### config.mk
export PLATFORM = sky130hd
export DESIGN_NAME = fsafe_wdog
export DESIGN_NICKNAME = d
export VERILOG_FILES = /design/src/rtl/fsafe_wdog_pkg.sv /design/src/rtl/fsafe_wdog_regs.sv /design/src/rtl/fsafe_wdog_timer.sv /design/src/rtl/fsafe_wdog_rstgen.sv /design/src/rtl/fsafe_wdog.sv
export SDC_FILE = /design/constraint.sdc
export NUM_CORES = 1
export LEC_CHECK = 0
export ABC_CLOCK_PERIOD_IN_PS = 2550
export BUFFER_PORTS_ARGS = -buffer_cell sky130_fd_sc_hd__buf_4
export CAP_MARGIN = 10
export CORE_ASPECT_RATIO = 1.4
export CORE_MARGIN = 1.5
export CORE_UTILIZATION = 54
export CTS_BUF_LIST = sky130_fd_sc_hd__clkbuf_2
export DETAILED_ROUTE_END_ITERATION = 10
export GPL_TIMING_DRIVEN = 0
export PLACE_DENSITY = 0.81
export SETUP_SLACK_MARGIN = 0.15
export SYNTH_ARGS = -nofsm -noshare
export SYNTH_HDL_FRONTEND = slang
export SYNTH_SLANG_ARGS = --single-unit
### constraint.sdc
create_clock -name clk -period 2.55 [get_ports clk]
set_input_delay 0.765 -clock clk [delete_from_list [all_inputs] [get_ports clk]]
set_output_delay 0.765 -clock clk [all_outputs]
set_load 0.1 [all_outputs]
### src/rtl/fsafe_wdog_pkg.sv
package fsafe_wdog_pkg;

  localparam int CODE_W = 5;
  localparam int MULT_W = 3;

  typedef struct packed {
    logic              hard_en;
    logic              soft_en;
    logic              tbase_long;
    logic [MULT_W-1:0] mult;
  } wd_cfg_t;

  localparam wd_cfg_t CFG_RESET = '{hard_en: 1'b0, soft_en: 1'b0,
                                    tbase_long: 1'b0, mult: 3'd7};

  function automatic logic [MULT_W:0] eff_mult(input logic [MULT_W-1:0] m);
    return (m == '0) ? (MULT_W+1)'(1) : {1'b0, m};
  endfunction

  function automatic logic [7:0] pack_ctrl(input wd_cfg_t c,
                                           input logic hst, input logic sst);
    return {c.hard_en, c.soft_en, hst, sst, c.tbase_long, c.mult};
  endfunction

endpackage

### src/rtl/fsafe_wdog_regs.sv
module fsafe_wdog_regs
  import fsafe_wdog_pkg::*;
(
  input  logic       clk,
  input  logic       rst_n,
  input  logic       wr_i,
  input  logic [7:0] wdata_i,
  input  logic       expire_i,
  output wd_cfg_t    cfg_o,
  output logic       fallback_o,
  output logic [7:0] rdata_o
);

  wd_cfg_t cfg_q, cfg_d;
  logic    hst_q, hst_d;
  logic    sst_q, sst_d;
  logic    fb_q,  fb_d;
  logic    en_upd;

  assign en_upd = wr_i | expire_i;

  always_comb begin
    cfg_d = cfg_q;
    hst_d = hst_q;
    sst_d = sst_q;
    fb_d  = fb_q;
    if (wr_i) begin
      cfg_d.hard_en    = wdata_i[7];
      cfg_d.soft_en    = wdata_i[6];
      cfg_d.tbase_long = wdata_i[3];
      cfg_d.mult       = wdata_i[2:0];
      hst_d = 1'b0;
      sst_d = 1'b0;
      fb_d  = 1'b0;
    end else if (expire_i) begin
      hst_d = hst_q | cfg_q.hard_en;
      sst_d = sst_q | cfg_q.soft_en;
      fb_d  = 1'b1;
    end
  end

  always_ff @(posedge clk or negedge rst_n) begin
    if (!rst_n) begin
      cfg_q <= CFG_RESET;
      hst_q <= 1'b0;
      sst_q <= 1'b0;
      fb_q  <= 1'b0;
    end else if (en_upd) begin
      cfg_q <= cfg_d;
      hst_q <= hst_d;
      sst_q <= sst_d;
      fb_q  <= fb_d;
    end
  end

  assign cfg_o      = cfg_q;
  assign fallback_o = fb_q;
  assign rdata_o    = pack_ctrl(cfg_q, hst_q, sst_q);

endmodule

### src/rtl/fsafe_wdog_timer.sv
module fsafe_wdog_timer
  import fsafe_wdog_pkg::*;
#(
  parameter int BASE_SHORT_TICKS = 290,
  parameter int BASE_LONG_TICKS  = 1160
)(
  input  logic              clk,
  input  logic              rst_n,
  input  logic              tick_i,
  input  logic              restart_i,
  input  logic              run_i,
  input  logic              tbase_long_i,
  input  logic [MULT_W-1:0] mult_i,
  output logic              expire_o
);

  localparam int BMAX  = (BASE_LONG_TICKS > BASE_SHORT_TICKS) ?
                         BASE_LONG_TICKS : BASE_SHORT_TICKS;
  localparam int CNT_W = $clog2(BMAX + 1);

  logic [CNT_W-1:0]  base_lim;
  logic [CNT_W-1:0]  base_q, base_d;
  logic [MULT_W-1:0] mult_q, mult_d;
  logic              base_last, mult_last, en_cnt;

  generate
    if (BASE_SHORT_TICKS == BASE_LONG_TICKS) begin : g_one_base
      assign base_lim = CNT_W'(BASE_SHORT_TICKS - 1);
    end else begin : g_two_base
      assign base_lim = tbase_long_i ? CNT_W'(BASE_LONG_TICKS - 1)
                                     : CNT_W'(BASE_SHORT_TICKS - 1);
    end
  endgenerate

  assign base_last = (base_q == base_lim);
  assign mult_last = ({1'b0, mult_q} == (eff_mult(mult_i) - (MULT_W+1)'(1)));
  assign expire_o  = run_i & ~restart_i & tick_i & base_last & mult_last;
  assign en_cnt    = restart_i | ~run_i | tick_i;

  always_comb begin
    base_d = base_q;
    mult_d = mult_q;
    if (restart_i || !run_i) begin
      base_d = '0;
      mult_d = '0;
    end else if (tick_i) begin
      if (base_last) begin
        base_d = '0;
        mult_d = mult_last ? '0 : mult_q + MULT_W'(1);
      end else begin
        base_d = base_q + CNT_W'(1);
      end
    end
  end

  always_ff @(posedge clk or negedge rst_n) begin
    if (!rst_n) begin
      base_q <= '0;
      mult_q <= '0;
    end else if (en_cnt) begin
      base_q <= base_d;
      mult_q <= mult_d;
    end
  end

endmodule

### src/rtl/fsafe_wdog_rstgen.sv
module fsafe_wdog_rstgen #(
  parameter int RST_TICKS = 16
)(
  input  logic clk,
  input  logic rst_n,
  input  logic tick_i,
  input  logic trig_i,
  output logic rst_n_o
);

  localparam int PW = $clog2(RST_TICKS + 1);

  logic [PW-1:0] cnt_q, cnt_d;
  logic          en_cnt;

  assign en_cnt = trig_i | (tick_i & (cnt_q != '0));

  always_comb begin
    if (trig_i) cnt_d = PW'(RST_TICKS);
    else        cnt_d = cnt_q - PW'(1);
  end

  always_ff @(posedge clk or negedge rst_n) begin
    if (!rst_n)      cnt_q <= '0;
    else if (en_cnt) cnt_q <= cnt_d;
  end

  assign rst_n_o = (cnt_q == '0);

endmodule

### src/rtl/fsafe_wdog.sv
module fsafe_wdog
  import fsafe_wdog_pkg::*;
#(
  parameter int BASE_SHORT_TICKS = 290,
  parameter int BASE_LONG_TICKS  = 1160,
  parameter int RST_TICKS        = 16
)(
  input  logic              clk,
  input  logic              rst_n,
  input  logic              tick_i,
  input  logic              kick_i,
  input  logic              ctrl_wr_i,
  input  logic [7:0]        ctrl_wdata_i,
  output logic [7:0]        ctrl_rdata_o,
  input  logic              ratio_chg_i,
  input  logic [CODE_W-1:0] run_code_i,
  input  logic              sf_src_i,
  input  logic [CODE_W-1:0] sf_code_i,
  input  logic [CODE_W-1:0] strap_code_i,
  output logic [CODE_W-1:0] freq_code_o,
  output logic              sys_rst_n_o
);

  wd_cfg_t           cfg;
  logic              fallback, expire, hard_trig;
  logic [CODE_W-1:0] safe_code;

  fsafe_wdog_regs u_regs (
    .clk       (clk),
    .rst_n     (rst_n),
    .wr_i      (ctrl_wr_i),
    .wdata_i   (ctrl_wdata_i),
    .expire_i  (expire),
    .cfg_o     (cfg),
    .fallback_o(fallback),
    .rdata_o   (ctrl_rdata_o)
  );

  fsafe_wdog_timer #(
    .BASE_SHORT_TICKS(BASE_SHORT_TICKS),
    .BASE_LONG_TICKS (BASE_LONG_TICKS)
  ) u_timer (
    .clk         (clk),
    .rst_n       (rst_n),
    .tick_i      (tick_i),
    .restart_i   (kick_i | ctrl_wr_i),
    .run_i       (cfg.hard_en | cfg.soft_en),
    .tbase_long_i(cfg.tbase_long),
    .mult_i      (cfg.mult),
    .expire_o    (expire)
  );

  assign hard_trig = (expire & cfg.hard_en) | ratio_chg_i;

  fsafe_wdog_rstgen #(
    .RST_TICKS(RST_TICKS)
  ) u_rstgen (
    .clk    (clk),
    .rst_n  (rst_n),
    .tick_i (tick_i),
    .trig_i (hard_trig),
    .rst_n_o(sys_rst_n_o)
  );

  assign safe_code   = sf_src_i ? strap_code_i : sf_code_i;
  assign freq_code_o = fallback ? safe_code : run_code_i;

endmodule

==> results of run 1 <==
[synth_stat cells (all sizes together) (3+ instances only)]
cell type | n | area share [%]
a21oi | 9 | 2.9
and3 | 5 | 2.2
buf | 7 | 3.1
clkbuf | 4 | 0.97
dfrtp | 25 | 38
dfstp | 3 | 4.7
ha | 5 | 3.8
inv | 11 | 2.5
mux2 | 4 | 2.7
mux2i | 5 | 3.0
nand2 | 13 | 2.9
nand3 | 8 | 2.7
nand4 | 4 | 1.5
nor2 | 17 | 4.0
nor3 | 7 | 2.1
nor4 | 3 | 2.0
o21ai | 8 | 2.4
xnor2 | 7 | 3.7
xor2 | 9 | 4.7
[state kept, by name (all words and copies together), names as in the netlist]
name               flops
u_timer.base_q        11
u_regs.cfg_o           6
u_rstgen.cnt_q         5
u_timer.mult_q         3
u_regs.fallback_o      1
u_regs.hst_q           1
u_regs.sst_q           1
[through the flow]
stage / utilization, % / total power, W / worst slack [ns] / TNS, ns
after detailed placement: 71.59 / 0.0008812 / 0.1625 / 0
after floorplan: - / 0.0007793 / 0.1602 / 0
final: 76.58 / 0.001116 / 0.008896 / 0
after global placement: 71.59 / 0.0008625 / 0.2299 / 0
after global routing: 76.58 / 0.001167 / -0.03862 / -0.03862
after CTS: 75.68 / 0.001099 / 0.03691 / 0
[cell type report]
cell class                 instances  share of cell area (%)
sequential                        28                   31.65
timing repair buffer              50                   17.93
clock inverter                     1                  0.1686
inverter                          11                   2.024
multi-input combinational        125                   41.82
tap                               37                   2.080
clock buffer                       3                  0.6745
buffer                            11                   3.654
[how the worst max path moves through the flow]
stage	from	endpoint	cells past startpoint
2_1_floorplan	sf_src_i	freq_code_o[1]	3
3_3_place_gp	u_regs.fallback_o$_DFFE_PN0P_	freq_code_o[0]	4
3_5_place_dp	u_regs.fallback_o$_DFFE_PN0P_	freq_code_o[1]	4
4_1_cts	u_rstgen.cnt_q[1]$_DFFE_PN0P_	sys_rst_n_o	5
5_1_grt	u_rstgen.cnt_q[1]$_DFFE_PN0P_	sys_rst_n_o	5
6_report	u_rstgen.cnt_q[1]$_DFFE_PN0P_	sys_rst_n_o	5
[worst max-delay path: cells and delay by family (launching register included)]
kind,cells,cell delay [ns]
adders and majority gates,1,0.12
and+or+nand+nor,1,0.48
DFF,1,0.45
buffers and inverters,3,0.36
[repair_timing]
| item | 4_1_cts | 5_1_grt |
|---|---|---|
| resized for setup | 10 | 3 |
| pin swaps | 1 | 1 |
| endpoints found under the setup margin | 6 | 4 |
| setup buffers | 9 | 2 |
[per-layer routing]
metal	vias to the layer above	GRT usage [%]	part of all wire (%)
li1	711	-	-
met2	57	51.83	56
met5	-	0	0
met1	715	25.18	37
met4	0	7.986	1.2
met3	5	4.095	5.3
[kinds of logic after synthesis]
group	after synthesis
XOR/XNOR	16
adder cells (fa/ha/maj)	5
multiplexers	9
AND/OR/NAND/NOR	71
buffers and inverters	22
flip-flops	28
AO/OA/AOI/OAI	24
[power breakdown]
part / total, W / internal (W) / leakage [nW] / switching [W]
clock: 0.000164 / 0.0000340 / 0.0140 / 0.000130
sequential: 0.000512 / 0.000479 / 0.366 / 0.0000331
combinational: 0.000441 / 0.000182 / 0.630 / 0.000258
total: 0.00112 / 0.000695 / 1.01 / 0.000421
==> out/qor.csv, run 1 <==
metric;value;unit
diodes;0;
synth-adder-area-share;3.751;%
synth_cell_types;47;
pin_count;44;
drc;0;
reg2reg_from;u_regs.cfg_o[0]$_DFFE_PN1P_;
vias;1488;
first_iter_violations;29;
yosys_most_used_dff;dfrtp_1;
grt_max_degree;29;
final_antenna_net_count;0;
startpoint_type;register;
viasPerCell;5.594;
grt_pass1_wl;6534;microns
status;completed;
final_layout_size_suffix_gt1_share;38.43;%
area_growth;33.46;%
cts_buffers;3;
overflow;0;
final_cell_mix;buf_4, dfrtp_1, nor2_1;
r2r_slack;0.52;ns
crit_fanout;2;
synthXorXnorAreaFrac;8.402;%
r2r-end;u_rstgen.cnt_q[1]$_DFFE_PN0P_;
clkLatencyLatePin;0.37;ns
gp_congestion;0.8531;
clock-skew-final;0.008680;ns
hold_ws;0.2549;ns
worst_pin_slew;0.4710;ns
root_buffer;clkbuf_2;
synth-simple-area-share;24.76;%
final_nets;265;
cts-hold-fix-buffers;0;
critPathKind;reg -> out;
antenna_found_initial;0;
cp_data_required_time;1.79;ns
syn-mean-instance-area;9.531;sq um
cp.arrival;1.78;ns
synth_compound_area_share;8.627;%
path_cells;inv_2, ha_4, or4b_4, clkinvlp_4, buf_12;
clk_pin_slew;0.25;ns
synth-seq-area-share;42.24;%
period_share;99.65;%
synth-async-reset-ratio;100.0;%
synth_edf_count;0;
drv_cap;0;
die_x;49.97;microns
placed_cells;251;
initial_utilization;57.38;%
synth_warnings;0;
htreeDepth;1;
timing.final.crit_period;2.541;ns
cts_tree;done;
cp_slowest_cell;or4b_4;
slew_viol_final;0;
layout_commonest_cell;buf_4;
synth-seq-cells;28;
drt_wl_total;4024;microns
synth_nets;210;
max_stage_delay;0.48;ns
die_area;3436;sq um
track_usage;25.06;%
clock_tree.buffer_depth;2;
synth_cells;175;
ff2ff_path_depth;7;
core;2907;sq um
io_buffers;39;
multiInputGateArea;930.9;sq um
grt_setup_unrepaired;yes;
relSlewSlack;68.60;%
fill_cells;207;
leakage;1.010;nW
muxShareOfSynthArea;5.701;%
design_area;2226;sq um
dpl-instance-area;2081;sq um
setup_viol;0;
ir_drop;452.0;uV
finalHoldViolations;0;
powerDensity;501.6;nW/um^2
netlist_area;1668;sq um
cp-end-kind;primary output;
cts.sink_count;28;
die_h;68.76;microns
drt_first_pass_iters;4;
max_freq;393.5;MHz
hold_class;in -> async;
fin_cells;266;
wire_per_inst;15.13;microns
regArea;704.4;sq um
first_global_vias;1505;
place_hpwl;2959;microns
synth_top_family_by_area;simple AND/OR/NAND/NOR gates;
fp-row-count;23;
Note: power is estimated with default switching activity, not from simulation.
==> inputs of run 2 (changes only) <==
--- a/config.mk
+++ b/config.mk
@@ -13,7 +13,6 @@
 export CORE_UTILIZATION = 54
 export CTS_BUF_LIST = sky130_fd_sc_hd__clkbuf_2
 export DETAILED_ROUTE_END_ITERATION = 10
-export GPL_TIMING_DRIVEN = 0
 export PLACE_DENSITY = 0.81
 export SETUP_SLACK_MARGIN = 0.15
 export SYNTH_ARGS = -nofsm -noshare
==> out/qor.csv, run 2 (synthesis gave the netlist of run 1 again) <==
metric;value;unit;change
worst_pin_slew;0.3442;ns;was 0.4710 ns
cts_tree;done;;unchanged
cp_data_required_time;1.79;ns;about the same
cts-hold-fix-buffers;0;;unchanged
drt_wl_total;3820;microns;was 4024 microns
clock-skew-final;0.009235;ns;was 0.008680 ns
initial_utilization;57.38;%;unchanged
die_area;3436;sq um;unchanged
finalPower;0.001185;W;was 0.001116 W
r2r-end;u_rstgen.cnt_q[2]$_DFFE_PN0P_;;was u_rstgen.cnt_q[1]$_DFFE_PN0P_
final_cell_mix;buf_4, dfrtp_1, nor2_1;;unchanged
ir_drop;373.8;uV;was 452.0 uV
fin_ws;-0.007205;ns;was 0.008896 ns
gp_congestion;0.8649;;was 0.8531
layout_commonest_cell;buf_4;;unchanged
slew_viol_final;0;;unchanged
max_freq;391.1;MHz;was 393.5 MHz
multiInputGateArea;930.9;sq um;unchanged
ff2ff_path_depth;7;;unchanged
final_nets;250;;was 265
largest-register;u_timer.base_q;;unchanged
fill_cells;215;;was 207
track_usage;24.08;%;was 25.06%
swShare;35.31;%;was 37.72%
viasPerCell;5.582;;was 5.594
p_sw;0.0004185;W;was 0.0004211 W
die_x;49.97;microns;unchanged
grt_pass1_wl;6265;microns;was 6534 microns
finalHoldViolations;0;;unchanged
drt_first_pass_iters;4;;unchanged
hold_class;in -> async;;unchanged
grt_setup_unrepaired;yes;;unchanged
power_frac_clock;22.8;%;was 14.7%
vias;1401;;was 1488
timing.final.crit_period;2.557;ns;was 2.541 ns
core;2907;sq um;unchanged
crit_fanout;3;;was 2
p_comb_share;33.9;%;was 39.5%
leakage;0.9481;nW;was 1.010 nW
relSlewSlack;76.73;%;was 68.60%
pin_count;44;;unchanged
dpl-instance-area;2026;sq um;was 2081 sq um
status;finished, violations left;;was completed
regArea;708.2;sq um;was 704.4 sq um
p_seq_share;43.3;%;was 45.9%
clkLatencyLatePin;0.38;ns;was 0.37 ns
reg2reg_from;u_regs.cfg_o[0]$_DFFE_PN1P_;;unchanged
grt_max_degree;29;;unchanged
fp-row-count;23;;unchanged
wire_per_inst;15.22;microns;was 15.13 microns
setup_viol;1;;was 0
area_growth;27.91;%;was 33.46%
place_hpwl;2905;microns;was 2959 microns
io_buffers;41;;was 39
r2r_slack;0.54;ns;was 0.52 ns
drv_cap;0;;unchanged
diodes;0;;unchanged
violations;setup timing;;
cp.arrival;1.79;ns;was 1.78 ns
overflow;0;;unchanged
cts.sink_count;28;;unchanged
period_share;100.3;%;was 99.65%
cp-end-kind;primary output;;unchanged
first_iter_violations;40;;was 29
die_h;68.76;microns;unchanged
htreeDepth;1;;unchanged
largest_register_ffs;11;;unchanged
cts_buffers;3;;unchanged
root_buffer;clkbuf_2;;unchanged
critPathKind;reg -> out;;unchanged
final_antenna_net_count;0;;unchanged
first_global_vias;1429;;was 1505
powerDensity;555.5;nW/um^2;was 501.6 nW/um^2
antenna_found_initial;0;;unchanged
design_area;2133;sq um;was 2226 sq um
startpoint_type;register;;unchanged
clk_pin_slew;0.27;ns;was 0.25 ns
final_layout_size_suffix_gt1_share;35.51;%;was 38.43%
drc;0;;unchanged
p_int;0.0007667;W;was 0.0006954 W
clock_tree.buffer_depth;2;;unchanged
## run 2: cell count changes in the layout (fill, tap and decap cells not counted), sizes merged
cell    previous run  this run
buf               57        46
bufinv             0         1
clkbuf             7         3
clkinv             1         0
## run 2: routing by layer
metal  routed length (microns)  vias to the layer above  share of wire (%)  GRT usage (%)
li1                          -                      686                  -              -
met1                      1474                      662                 39          25.35
met2                      2081                       45                 54          47.50
met3                       177                        8                4.6          3.017
met4                        86                        0                2.3          11.11
met5                         0                        -                  0              0
## run 2: final cells by class
type	instances	area share (%)
flip-flops and latches	28	33.20
clock buffers	3	0.7038
multi-input cells	125	43.64
clock inverters	1	1.408
inverters	11	2.111
repair buffers	46	16.77
well taps	37	2.170
## run 2: worst max-delay path by stage
stage,startpoint,to,cells past startpoint
2_1_floorplan,sf_src_i,freq_code_o[1],3
3_3_place_gp,sf_src_i,freq_code_o[0],4
3_5_place_dp,sf_src_i,freq_code_o[2],4
4_1_cts,u_rstgen.cnt_q[0]$_DFFE_PN0P_,sys_rst_n_o,5
5_1_grt,u_rstgen.cnt_q[0]$_DFFE_PN0P_,sys_rst_n_o,5
6_report,u_rstgen.cnt_q[1]$_DFFE_PN0P_,sys_rst_n_o,5
## run 2: stage by stage
step	setup TNS, ns	worst slack (ns)	hold slack, ns	cells	util (%)
5_1_grt	-0.08666	-0.08666	0.2403	251	73.40
2_1_floorplan	0	0.1602	0.4637	175	-
4_1_cts	-0.04216	-0.04216	0.2381	248	72.10
3_5_place_dp	0	0.2252	0.5168	243	69.69
6_report	-0.007205	-0.007205	0.2476	251	73.40
3_3_place_gp	0	0.2716	0.4826	243	69.69
## run 2: critical path, cell delays in order (launching register included)
cell and delay (ns):
dfrtp_1 0.47, inv_2 0.09, ha_4 0.11, or4b_4 0.47
clkinvlp_4 0.10, buf_12 0.16
## run 2: power by group through the flow
stage | Sequential [W] | Combinational [W] | Clock [W]
finish | 0.000513 | 0.000402 | 0.000270
global route | 0.000518 | 0.000427 | 0.000285
CTS | 0.000512 | 0.000379 | 0.000274
detailed placement | 0.000519 | 0.000360 | 0
global placement | 0.000514 | 0.000345 | 0
floorplan | 0.000568 | 0.000212 | 0
## run 2: timing repair
action	4_1_cts	5_1_grt
resized for setup	6	4
setup buffers	1	3
endpoints found under the setup margin	6	6
==> inputs of run 3 (changes only) <==
==> constraint.sdc (replaced) <==
create_clock -name clk -period 2.55 [get_ports clk]
set_input_delay 0.6375 -clock clk [delete_from_list [all_inputs] [get_ports clk]]
set_output_delay 0.6375 -clock clk [all_outputs]
set_load 0.1 [all_outputs]
==> out/qor.csv, run 3 (synthesis gave the netlist of run 1 again) <==
metric;value;unit;change
overflow;0;;unchanged
clock-skew-final;0.02060;ns;was 0.009235 ns
slew_viol_final;0;;unchanged
timing.final.crit_period;2.404;ns;was 2.557 ns
layout_commonest_cell;buf_4;;unchanged
cts_buffers;3;;unchanged
clock_tree.buffer_depth;2;;unchanged
first_global_vias;1370;;was 1429
area_growth;26.41;%;was 27.91%
final_util;72.54;%;was 73.40%
cp-end-kind;primary output;;unchanged
fp-row-count;23;;unchanged
powerDensity;513.1;nW/um^2;was 555.5 nW/um^2
grt_setup_unrepaired;yes;;unchanged
relSlewSlack;76.17;%;was 76.73%
leakage;0.9548;nW;was 0.9481 nW
antenna_found_initial;0;;unchanged
first_iter_violations;27;;was 40
place_hpwl;2829;microns;was 2905 microns
largest-register;u_timer.base_q;;unchanged
final_nets;251;;was 250
initial_utilization;57.38;%;unchanged
final_cell_mix;buf_4, dfrtp_1, nor2_1;;unchanged
die_h;68.76;microns;unchanged
cts-hold-fix-buffers;0;;unchanged
drv_cap;0;;unchanged
die_x;49.97;microns;unchanged
hold_ws;0.1239;ns;was 0.2476 ns
critPathKind;reg -> out;;unchanged
grt_pass1_wl;5989;microns;was 6265 microns
die_area;3436;sq um;unchanged
drt_first_pass_iters;4;;unchanged
grt_max_degree;29;;unchanged
r2r-end;u_rstgen.cnt_q[0]$_DFFE_PN0P_;;was u_rstgen.cnt_q[2]$_DFFE_PN0P_
htreeDepth;1;;unchanged
drc;0;;unchanged
core;2907;sq um;unchanged
gp_congestion;0.8585;;was 0.8649
setup_tns;0;ns;was -0.007205 ns
root_buffer;clkbuf_2;;unchanged
hold_class;in -> async;;unchanged
max_freq;416.0;MHz;was 391.1 MHz
cts_tree;done;;unchanged
vias;1416;;was 1401
worst_pin_slew;0.3537;ns;was 0.3442 ns
r2r_slack;0.57;ns;was 0.54 ns
clkLatencyLatePin;0.37;ns;was 0.38 ns
status;completed;;was finished, violations left
track_usage;22.95;%;was 24.08%
period_share;94.28;%;was 100.3%
clk_pin_slew;0.26;ns;was 0.27 ns
ff2ff_path_depth;7;;unchanged
pin_count;44;;unchanged
ir_drop;346.8;uV;was 373.8 uV
dpl-instance-area;2018;sq um;was 2026 sq um
final_layout_size_suffix_gt1_share;35.35;%;was 35.51%
largest_register_ffs;11;;unchanged
io_buffers;41;;unchanged
cp.arrival;1.77;ns;was 1.79 ns
final_antenna_net_count;0;;unchanged
reg2reg_from;u_regs.cfg_o[0]$_DFFE_PN1P_;;unchanged
crit_fanout;3;;unchanged
startpoint_type;register;;unchanged
cp_data_required_time;1.91;ns;was 1.79 ns
drt_wl_total;3723;microns;was 3820 microns
cts.sink_count;28;;unchanged
viasPerCell;5.619;;was 5.582
setup_viol;0;;was 1
design_area;2108;sq um;was 2133 sq um
finalHoldViolations;0;;unchanged
wire_per_inst;14.77;microns;was 15.22 microns
diodes;0;;unchanged
run 3: how the worst max path moves through the flow:
stage | start | slack [ns] | to | cells past startpoint
3_3_place_gp | u_rstgen.cnt_q[0]$_DFFE_PN0P_ | 0.49 | sys_rst_n_o | 5
3_5_place_dp | u_rstgen.cnt_q[0]$_DFFE_PN0P_ | 0.43 | sys_rst_n_o | 5
6_report | u_rstgen.cnt_q[0]$_DFFE_PN0P_ | 0.15 | sys_rst_n_o | 5
2_1_floorplan | u_rstgen.cnt_q[0]$_DFFE_PN0P_ | 0.25 | sys_rst_n_o | 4
5_1_grt | u_rstgen.cnt_q[0]$_DFFE_PN0P_ | 0.05 | sys_rst_n_o | 5
4_1_cts | u_rstgen.cnt_q[1]$_DFFE_PN0P_ | 0.15 | sys_rst_n_o | 5
run 3: metrics by stage:
step,cells,setup WS [ns],power (W)
2_1_floorplan,175,0.2456,0.0007739
3_3_place_gp,243,0.4905,0.0008549
3_5_place_dp,243,0.4347,0.0008699
4_1_cts,249,0.1507,0.001062
5_1_grt,252,0.05332,0.001136
6_report,252,0.1459,0.001082
run 3: cell type report:
class                   instances  area (sq um)
clock buffers                   4         20.02
fillers                       212         798.3
inverters                      11         43.79
multi-input cells             125         927.1
flip-flops and latches         28         705.7
well taps                      37         46.29
repair buffers                 47         365.4
run 3: report_power, final:
group	total [W]	leakage, nW	switching, W	internal, W
logic	0.000400	0.574	0.000248	0.000152
registers	0.000514	0.365	0.0000345	0.000479
clock network	0.000168	0.0166	0.000127	0.0000414
total	0.00108	0.955	0.000409	0.000673
run 3: layer usage:
layer  track usage [%]  up-vias  routed length (microns)
met1             25.59      681                     1487
met3             3.448        6                      169
met2             44.50       42                     2017
met4             7.639        0                       49
li1                  -      687                        -
met5                 0        -                        0
run 3: worst max-delay path, stage by stage, from the launching register on:
cell,delay (ns)
dfrtp_1,0.46
inv_2,0.09
ha_4,0.12
or4b_4,0.48
inv_4,0.08
buf_12,0.16
run 3: what timing repair did:
| item | CTS | global route |
|---|---|---|
| endpoints found under the setup margin | 1 | 6 |
| gates cloned | 0 | 0 |
| buffers inserted | 2 | 3 |
| gates resized for setup | 6 | 5 |
